[src/rtl/msr_route_pkg.sv]
package msr_route_pkg;
  localparam int unsigned DEF_DATA_W = 64;
  localparam int unsigned DEF_ADDR_W = 32;
  localparam int unsigned DEF_IDX_W  = 14;
  localparam int unsigned DEF_CH_W   = 3;

  typedef enum logic [1:0] {
    HS_IDLE = 2'd0,
    HS_FWD  = 2'd1,
    HS_WAIT = 2'd2,
    HS_RSP  = 2'd3
  } hub_state_e;
endpackage

[src/rtl/msr_addr_shift.sv]
module msr_addr_shift #(
  parameter int unsigned ADDR_W = 32,
  parameter int unsigned IDX_W  = 14,
  parameter int unsigned CH_W   = 3
) (
  input  logic [ADDR_W-1:0] addr_in,
  output logic [CH_W-1:0]   chan,
  output logic [ADDR_W-1:0] addr_out
);
  localparam int unsigned ROUTE_W = ADDR_W - IDX_W;

  logic [ROUTE_W-1:0] route;

  assign route    = addr_in[ADDR_W-1 -: ROUTE_W];
  assign chan     = route[ROUTE_W-1 -: CH_W];
  // leading field consumed; zeros enter at the far end, index untouched
  assign addr_out = {route[ROUTE_W-CH_W-1:0], {CH_W{1'b0}}, addr_in[IDX_W-1:0]};
endmodule

[src/rtl/msr_self_regs.sv]
module msr_self_regs #(
  parameter int unsigned DATA_W = 64,
  parameter int unsigned IDX_W  = 14,
  parameter int unsigned NREG   = 4,
  parameter int unsigned NPORT  = 7
) (
  input  logic              clk,
  input  logic              rst_n,
  input  logic              acc_en,
  input  logic              acc_write,
  input  logic [IDX_W-1:0]  acc_idx,
  input  logic [DATA_W-1:0] acc_wdata,
  input  logic [NPORT-1:0]  present,
  output logic [DATA_W-1:0] rd_data
);
  logic [DATA_W-1:0] bank [NREG];

  assign bank[0] = DATA_W'(present);

  for (genvar i = 1; i < NREG; i++) begin : g_reg
    always_ff @(posedge clk) begin
      if (!rst_n) begin
        bank[i] <= '0;
      end else if (acc_en && acc_write && (acc_idx == IDX_W'(i))) begin
        bank[i] <= acc_wdata;
      end
    end
  end

  always_comb begin
    rd_data = '0;
    for (int i = 0; i < NREG; i++) begin
      if (acc_idx == IDX_W'(i)) rd_data = bank[i];
    end
  end

  AST_ID_CONST: assert property (@(posedge clk) disable iff (!rst_n)
    (acc_en && acc_idx == '0 && !acc_write) |-> (rd_data == DATA_W'(present)));
endmodule

[src/rtl/msr_rsp_select.sv]
module msr_rsp_select #(
  parameter int unsigned DATA_W = 64,
  parameter int unsigned NPORT  = 7
) (
  input  logic                    clk,
  input  logic                    rst_n,
  input  logic [NPORT-1:0]        sel,
  input  logic [NPORT*DATA_W-1:0] rdata_all,
  input  logic [NPORT-1:0]        err_all,
  output logic [DATA_W-1:0]       rdata,
  output logic                    err
);
  always_comb begin
    rdata = '0;
    err   = 1'b0;
    for (int i = 0; i < NPORT; i++) begin
      if (sel[i]) begin
        rdata = rdata | rdata_all[i*DATA_W +: DATA_W];
        err   = err | err_all[i];
      end
    end
  end

  AST_SEL_ONEHOT: assert property (@(posedge clk) disable iff (!rst_n) $onehot0(sel));
endmodule

[src/rtl/msr_route_hub.sv]
module msr_route_hub
  import msr_route_pkg::*;
#(
  parameter int unsigned DATA_W = DEF_DATA_W,
  parameter int unsigned ADDR_W = DEF_ADDR_W,
  parameter int unsigned IDX_W  = DEF_IDX_W,
  parameter int unsigned CH_W   = DEF_CH_W,
  parameter int unsigned NPORT  = (1 << DEF_CH_W) - 1,
  parameter int unsigned NREG   = 4
) (
  input  logic                    clk,
  input  logic                    rst_n,
  input  logic [NPORT-1:0]        port_present,
  input  logic                    up_req_valid,
  output logic                    up_req_ready,
  input  logic [ADDR_W-1:0]       up_req_addr,
  input  logic                    up_req_write,
  input  logic [DATA_W-1:0]       up_req_wdata,
  output logic                    up_rsp_valid,
  input  logic                    up_rsp_ready,
  output logic [DATA_W-1:0]       up_rsp_rdata,
  output logic                    up_rsp_err,
  output logic [NPORT-1:0]        dn_req_valid,
  input  logic [NPORT-1:0]        dn_req_ready,
  output logic [ADDR_W-1:0]       dn_req_addr,
  output logic                    dn_req_write,
  output logic [DATA_W-1:0]       dn_req_wdata,
  input  logic [NPORT-1:0]        dn_rsp_valid,
  output logic [NPORT-1:0]        dn_rsp_ready,
  input  logic [NPORT*DATA_W-1:0] dn_rsp_rdata,
  input  logic [NPORT-1:0]        dn_rsp_err
);
  hub_state_e state;

  logic [CH_W-1:0]   in_chan;
  logic [CH_W-1:0]   in_chan_m1;
  logic [ADDR_W-1:0] in_next;
  logic              accept;
  logic              self_hit;
  logic              port_ok;
  logic [DATA_W-1:0] self_rd;
  logic [DATA_W-1:0] sel_rdata;
  logic              sel_err;

  logic [ADDR_W-1:0] cur_addr;
  logic              cur_write;
  logic [DATA_W-1:0] cur_wdata;
  logic [NPORT-1:0]  cur_port;
  logic [DATA_W-1:0] rsp_data;
  logic              rsp_err;

  msr_addr_shift #(.ADDR_W(ADDR_W), .IDX_W(IDX_W), .CH_W(CH_W)) u_shift (
    .addr_in (up_req_addr),
    .chan    (in_chan),
    .addr_out(in_next)
  );

  assign in_chan_m1 = in_chan - CH_W'(1);
  assign accept     = up_req_valid && (state == HS_IDLE);
  assign self_hit   = accept && (in_chan == '0);
  assign port_ok    = (in_chan != '0) && port_present[in_chan_m1];

  msr_self_regs #(.DATA_W(DATA_W), .IDX_W(IDX_W), .NREG(NREG), .NPORT(NPORT)) u_self (
    .clk      (clk),
    .rst_n    (rst_n),
    .acc_en   (self_hit),
    .acc_write(up_req_write),
    .acc_idx  (up_req_addr[IDX_W-1:0]),
    .acc_wdata(up_req_wdata),
    .present  (port_present),
    .rd_data  (self_rd)
  );

  msr_rsp_select #(.DATA_W(DATA_W), .NPORT(NPORT)) u_rsel (
    .clk      (clk),
    .rst_n    (rst_n),
    .sel      (dn_rsp_ready),
    .rdata_all(dn_rsp_rdata),
    .err_all  (dn_rsp_err),
    .rdata    (sel_rdata),
    .err      (sel_err)
  );

  always_ff @(posedge clk) begin
    if (!rst_n) begin
      state     <= HS_IDLE;
      cur_addr  <= '0;
      cur_write <= 1'b0;
      cur_wdata <= '0;
      cur_port  <= '0;
      rsp_data  <= '0;
      rsp_err   <= 1'b0;
    end else begin
      unique case (state)
        HS_IDLE: begin
          if (accept) begin
            if (in_chan == '0) begin
              rsp_data <= up_req_write ? '0 : self_rd;
              rsp_err  <= 1'b0;
              state    <= HS_RSP;
            end else if (port_ok) begin
              cur_addr  <= in_next;
              cur_write <= up_req_write;
              cur_wdata <= up_req_wdata;
              cur_port  <= NPORT'(1) << in_chan_m1;
              state     <= HS_FWD;
            end else begin
              rsp_data <= '0;
              rsp_err  <= 1'b1;
              state    <= HS_RSP;
            end
          end
        end
        HS_FWD: begin
          if (|(dn_req_valid & dn_req_ready)) state <= HS_WAIT;
        end
        HS_WAIT: begin
          if (|(dn_rsp_valid & dn_rsp_ready)) begin
            rsp_data <= sel_rdata;
            rsp_err  <= sel_err;
            state    <= HS_RSP;
          end
        end
        HS_RSP: begin
          if (up_rsp_ready) begin
            cur_port <= '0;
            state    <= HS_IDLE;
          end
        end
        default: state <= HS_IDLE;
      endcase
    end
  end

  assign up_req_ready = (state == HS_IDLE);
  assign up_rsp_valid = (state == HS_RSP);
  assign up_rsp_rdata = rsp_data;
  assign up_rsp_err   = rsp_err;
  assign dn_req_valid = (state == HS_FWD)  ? cur_port : '0;
  assign dn_rsp_ready = (state == HS_WAIT) ? cur_port : '0;
  assign dn_req_addr  = cur_addr;
  assign dn_req_write = cur_write;
  assign dn_req_wdata = cur_wdata;

  AST_DN_ONEHOT: assert property (@(posedge clk) disable iff (!rst_n) $onehot0(dn_req_valid));
  AST_DN_HOLD: assert property (@(posedge clk) disable iff (!rst_n)
    (|dn_req_valid && !(|(dn_req_valid & dn_req_ready))) |=>
      ($stable(dn_req_valid) && $stable(dn_req_addr) && $stable(dn_req_wdata) && $stable(dn_req_write)));
  AST_RSP_HOLD: assert property (@(posedge clk) disable iff (!rst_n)
    (up_rsp_valid && !up_rsp_ready) |=> (up_rsp_valid && $stable(up_rsp_rdata) && $stable(up_rsp_err)));
  AST_ONE_OUTSTANDING: assert property (@(posedge clk) disable iff (!rst_n)
    (up_rsp_valid || |dn_req_valid || |dn_rsp_ready) |-> !up_req_ready);
  AST_ABSENT_ERR: assert property (@(posedge clk) disable iff (!rst_n)
    (up_req_valid && up_req_ready && up_req_addr[ADDR_W-1 -: CH_W] != '0 &&
     !port_present[up_req_addr[ADDR_W-1 -: CH_W] - CH_W'(1)]) |=>
      (up_rsp_valid && up_rsp_err && dn_req_valid == '0));
endmodule

[config.mk]
export PLATFORM = sky130hd
export DESIGN_NAME = msr_route_hub
export DESIGN_NICKNAME = d
export VERILOG_FILES = /design/src/rtl/msr_route_pkg.sv /design/src/rtl/msr_addr_shift.sv /design/src/rtl/msr_self_regs.sv /design/src/rtl/msr_rsp_select.sv /design/src/rtl/msr_route_hub.sv
export SDC_FILE = /design/constraint.sdc
export NUM_CORES = 1
export LEC_CHECK = 0
export ABC_AREA = 1
export BUFFER_PORTS_ARGS = -buffer_cell sky130_fd_sc_hd__buf_2
export CELL_PAD_IN_SITES_DETAIL_PLACEMENT = 1
export CELL_PAD_IN_SITES_GLOBAL_PLACEMENT = 1
export CORE_AREA = 2 2 290 292
export CTS_BUF_LIST = sky130_fd_sc_hd__clkbuf_8
export CTS_CLUSTER_DIAMETER = 40
export DETAILED_ROUTE_END_ITERATION = 8
export DIE_AREA = 0 0 292 294
export PLACE_DENSITY_LB_ADDON = 0.1
export SLEW_MARGIN = 20
export SYNTH_ARGS = -nofsm -noshare
export SYNTH_HDL_FRONTEND = slang
export SYNTH_SLANG_ARGS = --single-unit
export TNS_END_PERCENT = 100
[constraint.sdc]
create_clock -name clk -period 6.3 [get_ports clk]
set_input_delay 1.89 -clock clk [delete_from_list [all_inputs] [get_ports clk]]
set_output_delay 1.89 -clock clk [all_outputs]
set_load 0.005 [all_outputs]
==> metrics <==
post-CTS setup-driven buffer insertion count=0; cells on worst reg2reg path=10; initial antenna violation count=49; Row Count=106; initial drt markers=1164; synthesis-stage register bit count=360; cells along the critical path=buf_2, inv_2, ha_1, ha_1, inv_1, nor2_1, nand2_1, nand4_4, clkinv_2, buf_4, buf_4, nand2_1, a21oi_1; largest net degree at the start of global routing=95; worst vdd ir=266 uV; drt first pass iters=5; slew margin rel.=33.5%; maximum clock rate=0.235 GHz; Worst Tran Pin Value=0.994 ns; CP Class=in2reg; worst-path fanout max=54; most frequent cells in the layout=926 x nand2_1, 750 x buf_2, 421 x a21oi_1, 353 x dfxtp_1, 319 x inv_1; io pins=755; startpoint types=primary input; share of the synthesized area in the top cell type=37.0%; Core Util, Final=30.9%; routed wire length=110 mm; worst path required time=6.88 ns; RSZ-0062 raised after global routing=no; Mapped Area=19500 sq um; critical path depth=13; WL/cell=22.4 um; Reg-to-Reg Start=state[0]; first-pass GRT wire length=157 mm; Sink Count=360; die area=85800 sq um; CTS clk-pin slew, worst paths=0.06 ns; Root Buffer=clkbuf_8; Synth Area per Inst=6.27 sq um; Worst R2R End=up_rsp_rdata[6]; worst hold path endpoint=u_self.bank[102]; gr usage total=24.5%; Post-CTS Hold Fix Bufs=0; crit-path leading delay family=buffers and inverters; period utilisation layout=67.5%; Leakage=11.1 nW; slowest stage delay, CP=0.51 ns; WP data arrival=4.83 ns; Worst Skew=0.0227 ns; yosys warns=0; die span in y=294 um; post-route design area=25600 sq um; Die X=292 um; Starting Density=23.5%; vias in the first global route=22541; Placeable Area=82900 sq um; DR vias/cell=4.69; Routed Antenna Nets=0; Area after DPL=23900 sq um; DP HPWL=81.3 mm; critical hold path startpoint=u_self.bank[102]; Num CTS Buffers=80; final hold vios=0; layout cells sized above 1=24.7%; CTS-repair resized insts=0; total number of vias=22898; final setup TNS=0 ns; Crit path buffers/inverters=6; Slew Limit Fails=0; Seq/Total Area, Yosys=37.0%; port bufs=751; power density over cell area=348 nW/um^2; worst slack at placement=1.35 ns; cell count after synthesis=3108; CTS Buffer Depth=3; Setup-failing EPs final=0; Hold Path Cell Cnt=2; Unique masters post-synth=27; Slowest cell on crit path=buf_4; slack of the critical path=2.05 ns; largest area contributor in the netlist=dfxtp_1; GRT overflow=0; Final min period=4.25 ns; max cap viols=0; Area Growth Syn to Fin=31.5%; Area contributors post-synth=dfxtp_1 37%, nand2_1 18%, a21oi_1 11%, nand3_1 7.2%, inv_1 5.7%; Final Power=8.91 mW; R2R setup slack=2.71 ns; Hold Path Class=reg2reg; Final nets=4311; Post-route DRC=0; commonest non-fill, non-tap cell in the layout=nand2_1; worst skew pair latency=0.66 ns; GPL Wtd Cong=0.868; Setup crit end kind=flip-flop; status=finished clean; CTS tree=built; H-tree depth=3
## cell usage after synthesis
master,instances
nand2_1,926
a21oi_1,421
dfxtp_1,360
inv_1,294
nand3_1,282
o21ai_0,158
nor2_1,157
clkbuf_1,125
buf_2,104
o21ai_1,92
nand4_1,66
o211ai_1,64
buf_1,12
ha_1,10
buf_4,9
buf_6,7
inv_2,5
nor2_2,4
o21a_1,3
nor3_1,2
a21oi_2,1
conb_1,1
nand2_2,1
nand3_2,1
nand4_2,1
or2_0,1
or2_2,1
## cells by family after synthesis
group                      count (synthesis)  synth area share [%]
adders and majority gates                 10                 0.642
DFF                                      360                  37.0
AOI/OAI and AO/OA                        739                  19.9
other                                      1                0.0193
and+or+nand+nor                         1442                  30.6
buffers and inverters                    556                  11.8
## state kept, by name, summed over array words and instances (netlist names)
| name | flops |
|---|---|
| u_self.bank | 192 |
| dn_req_wdata | 64 |
| up_rsp_rdata | 64 |
| dn_req_addr | 29 |
| cur_port | 7 |
| state | 2 |
| dn_req_write | 1 |
| up_rsp_err | 1 |
## area by class of cell
type                       count  area [sq um]
multi-input combinational   2194         10100
timing repair buffer         789          4110
antenna                       18          45.0
clock buffer                  98          1350
clock inverter                45           320
tap                         1080          1350
fill                       10776         57300
inverter                     299          1130
sequential                   360          7230
## metrics by stage
stage | hold slack [ns] | instances
after floorplan | 0.423 | 3110
after global placement | 0.434 | 4722
after detailed placement | 0.439 | 4722
after CTS | 0.447 | 4865
after global routing | 0.464 | 4879
final | 0.444 | 4883
## worst max-delay path by stage
| stage | start | to | slack [ns] |
|---|---|---|---|
| 3_5_place_dp | up_req_addr[29] | dn_req_wdata[55] | 1.35 |
| 5_1_grt | up_req_addr[29] | dn_req_wdata[42] | 1.81 |
| 2_1_floorplan | up_req_addr[29] | up_rsp_rdata[10] | 2.86 |
| 6_report | up_req_addr[29] | dn_req_wdata[55] | 2.05 |
| 4_1_cts | state[0] | dn_rsp_ready[0] | 2.09 |
| 3_3_place_gp | up_req_addr[29] | dn_req_wdata[58] | 1.44 |
## routing by layer
metal	up-vias	track usage, %	share of wire [%]
met5	-	0	0.14
met4	18	7.95	2.5
met3	163	4.76	6.2
met2	679	38.6	45
met1	10693	33.4	46
li1	11345	-	-
## where the power goes
part	internal, mW	leakage, nW	switching (mW)	total [mW]
sequential	2.57	2.92	0.306	2.87
clock	1.57	0.947	1.17	2.74
combinational	1.08	7.20	2.22	3.29
## worst min-delay path, cell delays in order (launching register included)
cell     delay [ns]
dfxtp_1        0.30
inv_1          0.05
a21oi_1        0.05
Power figures use the tool's default switching activity.
